File: src/rtl/nvmck_pkg.sv
package nvmck_pkg;

    typedef enum logic [1:0] {
        ST_IDLE  = 2'd0,
        ST_READ  = 2'd1,
        ST_WRITE = 2'd2,
        ST_DONE  = 2'd3
    } ck_state_t;

    typedef enum logic {
        OP_CHECK = 1'b0,
        OP_REGEN = 1'b1
    } ck_op_t;

endpackage

File: src/rtl/nvmck_addr_ctr.sv
module nvmck_addr_ctr #(
    parameter int ADDR_W = 6
) (
    input  logic              clk,
    input  logic              rst_n,
    input  logic              clr,
    input  logic              inc,
    input  logic [ADDR_W-1:0] last_addr,
    output logic [ADDR_W-1:0] addr,
    output logic              at_last
);

    always_ff @(posedge clk or negedge rst_n) begin
        if (!rst_n) begin
            addr <= '0;
        end else if (clr) begin
            addr <= '0;
        end else if (inc) begin
            addr <= addr + 1'b1;
        end
    end

    assign at_last = (addr == last_addr);

endmodule

File: src/rtl/nvmck_accum.sv
module nvmck_accum #(
    parameter int          WORD_W    = 16,
    parameter logic [15:0] SIGNATURE = 16'hBABA
) (
    input  logic              clk,
    input  logic              rst_n,
    input  logic              clr,
    input  logic              add,
    input  logic [WORD_W-1:0] din,
    output logic              sum_hit,
    output logic [WORD_W-1:0] fix_word
);

    localparam logic [WORD_W-1:0] SIG_W = WORD_W'(SIGNATURE);

    logic [WORD_W-1:0] sum_q;
    logic [WORD_W-1:0] sum_next;

    assign sum_next = sum_q + din;

    always_ff @(posedge clk or negedge rst_n) begin
        if (!rst_n) begin
            sum_q <= '0;
        end else if (clr) begin
            sum_q <= '0;
        end else if (add) begin
            sum_q <= sum_next;
        end
    end

    // verdict uses the sum including the word now arriving
    assign sum_hit  = (sum_next == SIG_W);
    assign fix_word = SIG_W - sum_q;

endmodule

File: src/rtl/nvmck_ctrl.sv
module nvmck_ctrl
    import nvmck_pkg::*;
#(
    parameter int CSUM_ADDR = 63
) (
    input  logic clk,
    input  logic rst_n,
    input  logic start,
    input  logic op,
    input  logic rd_ack,
    input  logic rd_err,
    input  logic wr_ack,
    input  logic at_last,
    input  logic sum_hit,
    output logic rd_req,
    output logic wr_req,
    output logic done,
    output logic pass,
    output logic error,
    output logic regen,
    output logic launch,
    output logic step
);

    localparam bit SKIP_READS = (CSUM_ADDR == 0);

    ck_state_t state;
    ck_op_t    op_q;
    logic      pass_q;
    logic      err_q;
    logic      clean_ack;

    assign clean_ack = (state == ST_READ) && rd_ack && !rd_err;

    // state register and result flags
    always_ff @(posedge clk or negedge rst_n) begin
        if (!rst_n) begin
            state  <= ST_IDLE;
            op_q   <= OP_CHECK;
            pass_q <= 1'b0;
            err_q  <= 1'b0;
        end else begin
            unique case (state)
                ST_IDLE, ST_DONE: begin
                    if (start) begin
                        op_q   <= ck_op_t'(op);
                        pass_q <= 1'b0;
                        err_q  <= 1'b0;
                        if (op && SKIP_READS) state <= ST_WRITE;
                        else                  state <= ST_READ;
                    end
                end
                ST_READ: begin
                    if (rd_ack) begin
                        if (rd_err) begin
                            err_q <= 1'b1;
                            state <= ST_DONE;
                        end else if (at_last) begin
                            if (op_q == OP_CHECK) begin
                                pass_q <= sum_hit;
                                state  <= ST_DONE;
                            end else begin
                                state <= ST_WRITE;
                            end
                        end
                    end
                end
                ST_WRITE: begin
                    if (wr_ack) begin
                        pass_q <= 1'b1;
                        state  <= ST_DONE;
                    end
                end
                default: state <= ST_IDLE;
            endcase
        end
    end

    // outputs
    always_comb begin
        rd_req = (state == ST_READ);
        wr_req = (state == ST_WRITE);
        done   = (state == ST_DONE);
        pass   = pass_q;
        error  = err_q;
        regen  = (op_q == OP_REGEN);
        launch = ((state == ST_IDLE) || (state == ST_DONE)) && start;
        step   = clean_ack;
    end

    assert_no_write_check_R10: assert property (@(posedge clk) disable iff (!rst_n)
        wr_req |-> (op_q == OP_REGEN));

    assert_err_abort_R6: assert property (@(posedge clk) disable iff (!rst_n)
        (rd_req && rd_ack && rd_err) |=> (done && error && !pass && !wr_req && !rd_req));

    assert_result_hold_R7: assert property (@(posedge clk) disable iff (!rst_n)
        (done && !start) |=> (done && $stable(pass) && $stable(error)));

    assert_busy_start_R8: assert property (@(posedge clk) disable iff (!rst_n)
        ((rd_req || wr_req) && start && !rd_ack && !wr_ack) |=> (rd_req || wr_req));

    assert_write_done_R9: assert property (@(posedge clk) disable iff (!rst_n)
        (wr_req && wr_ack) |=> (done && pass && !error));

endmodule

File: src/rtl/nvm_csum_seq.sv
module nvm_csum_seq #(
    parameter int          ADDR_W    = 6,
    parameter int          WORD_W    = 16,
    parameter int          CSUM_ADDR = 63,
    parameter logic [15:0] SIGNATURE = 16'hBABA
) (
    input  logic              clk,
    input  logic              rst_n,
    input  logic              start_i,
    input  logic              op_i,
    output logic              rd_req_o,
    output logic [ADDR_W-1:0] rd_addr_o,
    input  logic              rd_ack_i,
    input  logic              rd_err_i,
    input  logic [WORD_W-1:0] rd_data_i,
    output logic              wr_req_o,
    output logic [ADDR_W-1:0] wr_addr_o,
    output logic [WORD_W-1:0] wr_data_o,
    input  logic              wr_ack_i,
    output logic              done_o,
    output logic              pass_o,
    output logic              error_o
);

    localparam logic [ADDR_W-1:0] CHECK_LAST = ADDR_W'(CSUM_ADDR);
    localparam logic [ADDR_W-1:0] REGEN_LAST =
        ADDR_W'((CSUM_ADDR == 0) ? 0 : CSUM_ADDR - 1);

    logic              regen;
    logic              launch;
    logic              step;
    logic              at_last;
    logic              sum_hit;
    logic [ADDR_W-1:0] last_addr;

    assign last_addr = regen ? REGEN_LAST : CHECK_LAST;

    nvmck_ctrl #(
        .CSUM_ADDR (CSUM_ADDR)
    ) u_ctrl (
        .clk     (clk),
        .rst_n   (rst_n),
        .start   (start_i),
        .op      (op_i),
        .rd_ack  (rd_ack_i),
        .rd_err  (rd_err_i),
        .wr_ack  (wr_ack_i),
        .at_last (at_last),
        .sum_hit (sum_hit),
        .rd_req  (rd_req_o),
        .wr_req  (wr_req_o),
        .done    (done_o),
        .pass    (pass_o),
        .error   (error_o),
        .regen   (regen),
        .launch  (launch),
        .step    (step)
    );

    nvmck_addr_ctr #(
        .ADDR_W (ADDR_W)
    ) u_addr (
        .clk       (clk),
        .rst_n     (rst_n),
        .clr       (launch),
        .inc       (step && !at_last),
        .last_addr (last_addr),
        .addr      (rd_addr_o),
        .at_last   (at_last)
    );

    nvmck_accum #(
        .WORD_W    (WORD_W),
        .SIGNATURE (SIGNATURE)
    ) u_acc (
        .clk      (clk),
        .rst_n    (rst_n),
        .clr      (launch),
        .add      (step),
        .din      (rd_data_i),
        .sum_hit  (sum_hit),
        .fix_word (wr_data_o)
    );

    assign wr_addr_o = CHECK_LAST;

    assert_addr_hold_R2: assert property (@(posedge clk) disable iff (!rst_n)
        (rd_req_o && !rd_ack_i) |=> (rd_req_o && $stable(rd_addr_o)));

    assert_addr_step_R2: assert property (@(posedge clk) disable iff (!rst_n)
        (rd_req_o && rd_ack_i && !rd_err_i) |=>
            (!rd_req_o || (rd_addr_o == $past(rd_addr_o) + 1'b1)));

    assert_one_port_R5: assert property (@(posedge clk) disable iff (!rst_n)
        !(rd_req_o && wr_req_o));

    assert_flags_excl_R4: assert property (@(posedge clk) disable iff (!rst_n)
        done_o |-> !(pass_o && error_o));

endmodule

File: config.mk
export PLATFORM = sky130hd
export DESIGN_NAME = nvm_csum_seq
export DESIGN_NICKNAME = d
export VERILOG_FILES = /design/src/rtl/nvmck_pkg.sv /design/src/rtl/nvmck_addr_ctr.sv /design/src/rtl/nvmck_accum.sv /design/src/rtl/nvmck_ctrl.sv /design/src/rtl/nvm_csum_seq.sv
export SDC_FILE = /design/constraint.sdc
export NUM_CORES = 1
export LEC_CHECK = 0
export ABC_AREA = 1
export BUFFER_PORTS_ARGS = -buffer_cell sky130_fd_sc_hd__clkbuf_2
export CORE_MARGIN = 4
export CORE_UTILIZATION = 55
export CTS_CLUSTER_SIZE = 8
export DETAILED_ROUTE_END_ITERATION = 7
export PLACE_DENSITY = 0.83
export SLEW_MARGIN = 5
export SYNTH_ARGS = -nofsm -noshare
export SYNTH_HDL_FRONTEND = slang
export SYNTH_SLANG_ARGS = --single-unit
File: constraint.sdc
create_clock -name clk -period 2.4 [get_ports clk]
set_input_delay 0.6 -clock clk [delete_from_list [all_inputs] [get_ports clk]]
set_output_delay 0.6 -clock clk [all_outputs]
set_load 0.005 [all_outputs]
## After elaboration in Yosys (flattened, before gate mapping)

Cells that the tools add are included.

| storage, ports and cells | value |
|---|---|
| flip-flop bits (word level) | 27 |
| output and inout port bits | 33 |
| word-level logic and storage cells | 60 |
| bits of input ports | 23 |

| operators by class | value |
|---|---|
| add/sub/neg operators | 3 |
| equality and inequality tests | 13 |
| reduce and logical (&&, ||, !) cells | 16 |
| multiplexer cells | 22 |

Operator list:

| cell | count |
|---|---|
| two-way mux 16 bit | 2 |
| adder 16 bit | 1 |
| equality test 16 bit (second input constant) | 1 |
| subtractor 16 bit (first input constant) | 1 |
| two-way mux 6 bit | 2 |
| two-way mux 1 bit | 10 |
| two-way mux 2 bit | 5 |
| != test 2 x 1 -> 1 bit (second input constant) | 4 |
| AND reduction 4 bit | 2 |
| adder 6 x 1 -> 6 bit (second input constant) | 1 |
| equality test 6 bit | 1 |
| != test 2 bit (second input constant) | 3 |
| one-hot mux 2 bit (3 select lines) | 1 |
| AND reduction 6 bit | 1 |
| nonzero test 2 bit | 3 |
| equality test 2 bit (second input constant) | 2 |
| logical AND 1 bit | 4 |
| != test 3 x 1 -> 1 bit (second input constant) | 1 |
| one-hot mux 1 bit (3 select lines) | 1 |
| equality test 2 x 1 -> 1 bit (second input constant) | 1 |
| zero test 1 bit | 2 |
| zero test 2 bit | 1 |
| one-hot mux 1 bit (2 select lines) | 1 |
| AND reduction 2 bit | 1 |
| other kinds (2) | 2 |

## Depth between registers and ports, before layout

| logic depth | value |
|---|---|
| depth after elaboration | 7 |
| mapped depth | 16 |
| gate-level depth less buffers | 16 |

## Cells and area by module

A second synthesis with hierarchy kept.

| second synthesis, totals | value |
|---|---|
| cells, all modules | 428 |
| area total of the unflattened synthesis | 2,763.9 µm² |

By module, submodules not included:

| module | instances | area an instance (µm²) | cells each |
|---|---|---|---|
| nvmck_accum | 1 | 1,875.5 | 300 |
| nvmck_addr_ctr | 1 | 445.4 | 62 |
| nvmck_ctrl | 1 | 380.4 | 56 |
| nvm_csum_seq | 1 | 62.6 | 10 |

## Least setup slack after synthesis

No wires, ideal clock.

| path | value |
|---|---|
| path kind | input -> register |
| from | input rd_data_i[0] |
| to | register u_ctrl.pass_q (netlist: u_ctrl.pass) |
| data arrival time | 2.053 ns |
| cell stages on the path | 13 |
| data required time | 2.335 ns |
| setup slack | 0.282 ns |
| library setup time | 0.065 ns |
| path through | ha_1 -> fa_1 -> nand3_1 -> nand3_1 -> nand2_1 -> nand2_1 -> xnor2_1 -> nand3_1 -> nor2_1 -> nand3_1 -> nand2_1 -> nand2_1 -> nand2_1 |

| on the way | value |
|---|---|
| longest elaborated chain between the ends | 7 |

Ends and longest elaborated chain:

| item | RTL line | source |
|---|---|---|
| start, declared | nvm_csum_seq.sv:15 | `input logic [WORD_W-1:0] rd_data_i,` |
| adder 16 bit | nvmck_accum.sv:19 | `assign sum_next = sum_q + din;` |
| equality test 16 bit | nvmck_accum.sv:32 | `assign sum_hit = (sum_next == SIG_W);` |
| two-way mux 1 bit | nvmck_ctrl.sv:59 | `if (op_q == OP_CHECK) begin` |
| two-way mux 1 bit | nvmck_ctrl.sv:58 | `end else if (at_last) begin` |
| two-way mux 1 bit | nvmck_ctrl.sv:55 | `if (rd_err) begin` |
| two-way mux 1 bit | nvmck_ctrl.sv:54 | `if (rd_ack) begin` |
| one-hot mux 1 bit (3 select lines) | nvmck_ctrl.sv:43 | `unique case (state)` |
| end signal, assigned | nvmck_ctrl.sv:60 | `pass_q <= sum_hit;` |
| end, declared | nvmck_ctrl.sv:29 | `logic pass_q;` |

Every way passes these cells. The select of a mux whose other input is x is not followed.
A chain may end at the register's enable or synchronous reset.

## Worst setup path in the final report

| path | value |
|---|---|
| from | register u_acc.sum_q[0] |
| to | output wr_data_o[4] |

| on the way | value |
|---|---|
| longest elaborated chain between the ends | 1 |

Ends and longest elaborated chain:

| item | RTL line | source |
|---|---|---|
| start, declared | nvmck_accum.sv:16 | `logic [WORD_W-1:0] sum_q;` |
| start signal, assigned | nvmck_accum.sv:27 | `sum_q <= sum_next;` |
| subtractor 16 bit | nvmck_accum.sv:33 | `assign fix_word = SIG_W - sum_q;` |
| end, declared | nvm_csum_seq.sv:18 | `output logic [WORD_W-1:0] wr_data_o,` |

Every way passes these cells.

==> summary.md <==
| Metric | Value |
|---|---|
| Syn avg cell area | 6.58 µm² |
| WP data required | 1.80 ns |
| Synth top area share | 26.7% |
| GPL Wtd Cong | 0.931 |
| Ys Warns | 0 |
| Final Hold Viols | 0 |
| # setup viols final | 7 |
| CP Capture Type | primary output |
| Die area | 5750 µm² |
| Ant. Diodes | 0 |
| Max Buffers Root-to-Sink | 2 |
| Hpwl dp | 5.03 mm |
| Final wirelength | 6.96 mm |
| RSZ-0062 raised after global routing | yes |
| Synthesized instance count | 385 |
| Fin cells | 508 |
| Hold crit path type | primary input to async pin |
| Antenna viol nets, final | 0 |
| Lkg Pwr | 1.79 nW |
| Reg power frac | 23.8% |
| IO buf count | 49 |
| Worst setup margin | -0.0660 ns |
| Clock share of power | 7.6% |
| Worst Tran Pin Value | 0.676 ns |
| Outcome | finished with violations |
| Worst relative slew slack | 54.9% |
| Worst Hold Slack | 0.343 ns |
| Starting DRC count in detailed routing | 197 |
| CTS Hold Bufs | 0 |
| Die Wd | 75.9 µm |
| Starting Density | 57.4% |
| Total grt overflow | 0 |
| 1st-pass router iterations | 4 |
| Clk_lat worst skew | 0.27 ns |
| Post-synthesis cell type count | 31 |
| Area delta synth->final | 22.6% |
| Synth area leader | dfrtp_1 |
| Die Y | 75.9 µm |
| Final Power | 0.00346 W |
| Top cells by area, synth | dfrtp_1, nand2_1, ha_1 |
| Final setup skew | 0.00156 ns |
| Largest net degree at the start of global routing | 28 |
| Worst Path Arrival | 1.87 ns |
| Sequential fraction of the synthesis area | 26.7% |
| Residual DRC | 0 |
| PD cells | 1110 nW/µm² |
| Setup crit start kind | flip-flop |
| Share of cells above drive strength 1 | 23.9% |
| # rows | 24 |
| Violated checks | negative setup slack |
| Final Critical Period | 2.47 ns |
| Initial antenna violation count | 0 |
| Switch share | 51.3% |
| Count of final max-slew check failures | 0 |
| Filler Cell Count | 350 |
| Nets@finish | 501 |
| First-pass GRT wire length | 10.8 mm |
| CTS root buffer | clkbuf_8 |
| CTS tree | built |
| Vias in the first global route | 2486 |
| I/O pin count | 56 |
| Placed cells | 485 |
| Mapped Area | 2530 µm² |
| CP Max Fanout | 2 |
| Reg2Reg Setup Slack | -0.01 ns |
| Core Area | 4410 µm² |
| Avg WL per Cell | 13.7 µm |
| Setup CP Type | flip-flop to primary output |
| CTS Buf Count | 3 |
| Pint | 0.00168 W |
| Vias | 2750 |
| Final period util | 103% |
| CTS sink cnt | 27 |
| FF+latch count, synth | 27 |
| Maximum clock rate | 406 MHz |
| GRT Util Overall | 24.2% |
| Sw Pwr | 0.00177 W |
| Max Cap Viol | 0 |
| CTS H-tree lvls | 1 |
| Worst-path clk slew | 0.09 ns |
| DR vias/cell | 5.41 |
| Maximum VDD drop | 0.000769 V |
| Combinational group share of total power | 68.7% |
==> path summary, 6_finish.rpt <==
check | start | to | cells after the start
hold reg to reg | u_ctrl.pass | u_ctrl.pass | 2
min in group clk | u_ctrl.pass | u_ctrl.pass | 2
max in group asynchronous | rst_n | u_acc.sum_q[0] | 1
hold / removal | rst_n | u_acc.sum_q[14] | 1
setup reg to reg | u_acc.sum_q[0] | u_ctrl.pass | 17
setup / recovery | u_acc.sum_q[0] | wr_data_o[4] | 9
==> worst max-delay path: stages (launching register included) <==
cell and delay (ns):
dfrtp_2 0.43, ha_2 0.20, nor2_2 0.12, nor2_2 0.06
buf_4 0.13, buf_4 0.12, buf_4 0.12, buf_4 0.13
xor2_1 0.14, buf_2 0.14
==> kinds of logic after synthesis <==
kind of cell | synth area share (%)
AO/OA/AOI/OAI | 10.0
XOR/XNOR | 6.57
adder cells (fa/ha/maj) | 10.7
buffers and inverters | 12.3
flip-flops | 26.7
other | 0.148
AND/OR/NAND/NOR | 33.6
==> per-layer routing <==
layer / vias to the layer above / routed length [µm] / GRT usage (%)
met3: 23 / 444 / 2.37
met2: 104 / 3360 / 41.3
met5: - / 0 / 0
met1: 1280 / 2950 / 31.9
li1: 1343 / - / -
met4: 0 / 207 / 8.54
==> what timing repair did <==
item	in CTS	in global routing
setup buffers	16	3
pin swaps	8	15
endpoints found under the setup margin	4	10
gates resized for setup	5	24
==> cell usage in the layout, fill, tap and decap left out, types with 4 or more instances in the layout <==
| cell type | instances |
|---|---|
| ha_1 | 18 |
| conb_1 | 6 |
| buf_2 | 7 |
| a21oi_1 | 13 |
| nor2_1 | 22 |
| buf_4 | 19 |
| nand3b_1 | 4 |
| nor3_1 | 4 |
| nor2_2 | 8 |
| o21ai_0 | 14 |
| xor2_1 | 15 |
| nand3_1 | 18 |
| nand2_1 | 123 |
| nand3_2 | 4 |
| dfrtp_1 | 26 |
| clkbuf_2 | 42 |
| nand2_2 | 5 |
| inv_1 | 66 |
| o22ai_1 | 7 |
==> through the flow <==
step / util, % / worst slack, ns / setup TNS, ns / cell area (µm²)
floorplan: - / 0.282 / 0 / 2550
global placement: 63.9 / 0.0600 / 0 / 2820
detailed placement: 63.9 / 0.00245 / 0 / 2820
CTS: 68.1 / -0.108 / -0.356 / 3010
global route: 70.3 / -0.206 / -1.28 / 3100
finish: 70.3 / -0.0660 / -0.377 / 3100
==> flip-flops by register name, indices dropped and copies added (netlist names) <==
register and flops:
u_ctrl.regen 1, u_addr.addr 6, u_ctrl.pass 1, u_ctrl.error 1
u_acc.sum_q 16, u_ctrl.state 2
==> power by group through the flow <==
stage | registers [W] | clock network (W) | logic, W
floorplan | 0.000770 | 0 | 0.00147
global placement | 0.000810 | 0 | 0.00198
detailed placement | 0.000820 | 0 | 0.00202
CTS | 0.000801 | 0.000259 | 0.00218
global route | 0.000846 | 0.000283 | 0.00264
finish | 0.000822 | 0.000261 | 0.00237
==> Yosys cell counts <==
library cell,instances
a21oi_2,4
a22oi_1,1
inv_2,2
nor3_1,4
nand2_4,1
nand4_1,3
and3_1,1
o21ai_0,14
nand3b_1,4
o31ai_1,2
nor2_1,27
fa_1,1
buf_4,7
o21ai_2,1
nand3_1,22
conb_1,1
and2_1,1
a21oi_1,13
dfrtp_1,27
ha_1,20
o22ai_1,7
xor2_1,17
nor2_4,1
clkbuf_1,1
inv_1,66
nor2_2,4
o2111ai_1,1
xnor2_1,2
nand2_2,4
nor3_2,2
nand2_1,124
==> final cells by class <==
class	instances	area, µm²	area share (%)
Clock buffer	4	45.0	1.45
Inverter	68	255	8.22
Tap cell	52	65.1	2.10
Timing Repair Buffer	70	410	13.2
Sequential cell	27	677	21.8
Multi-Input combinational cell	287	1650	53.2
Note: power is estimated with default switching activity, not from simulation.
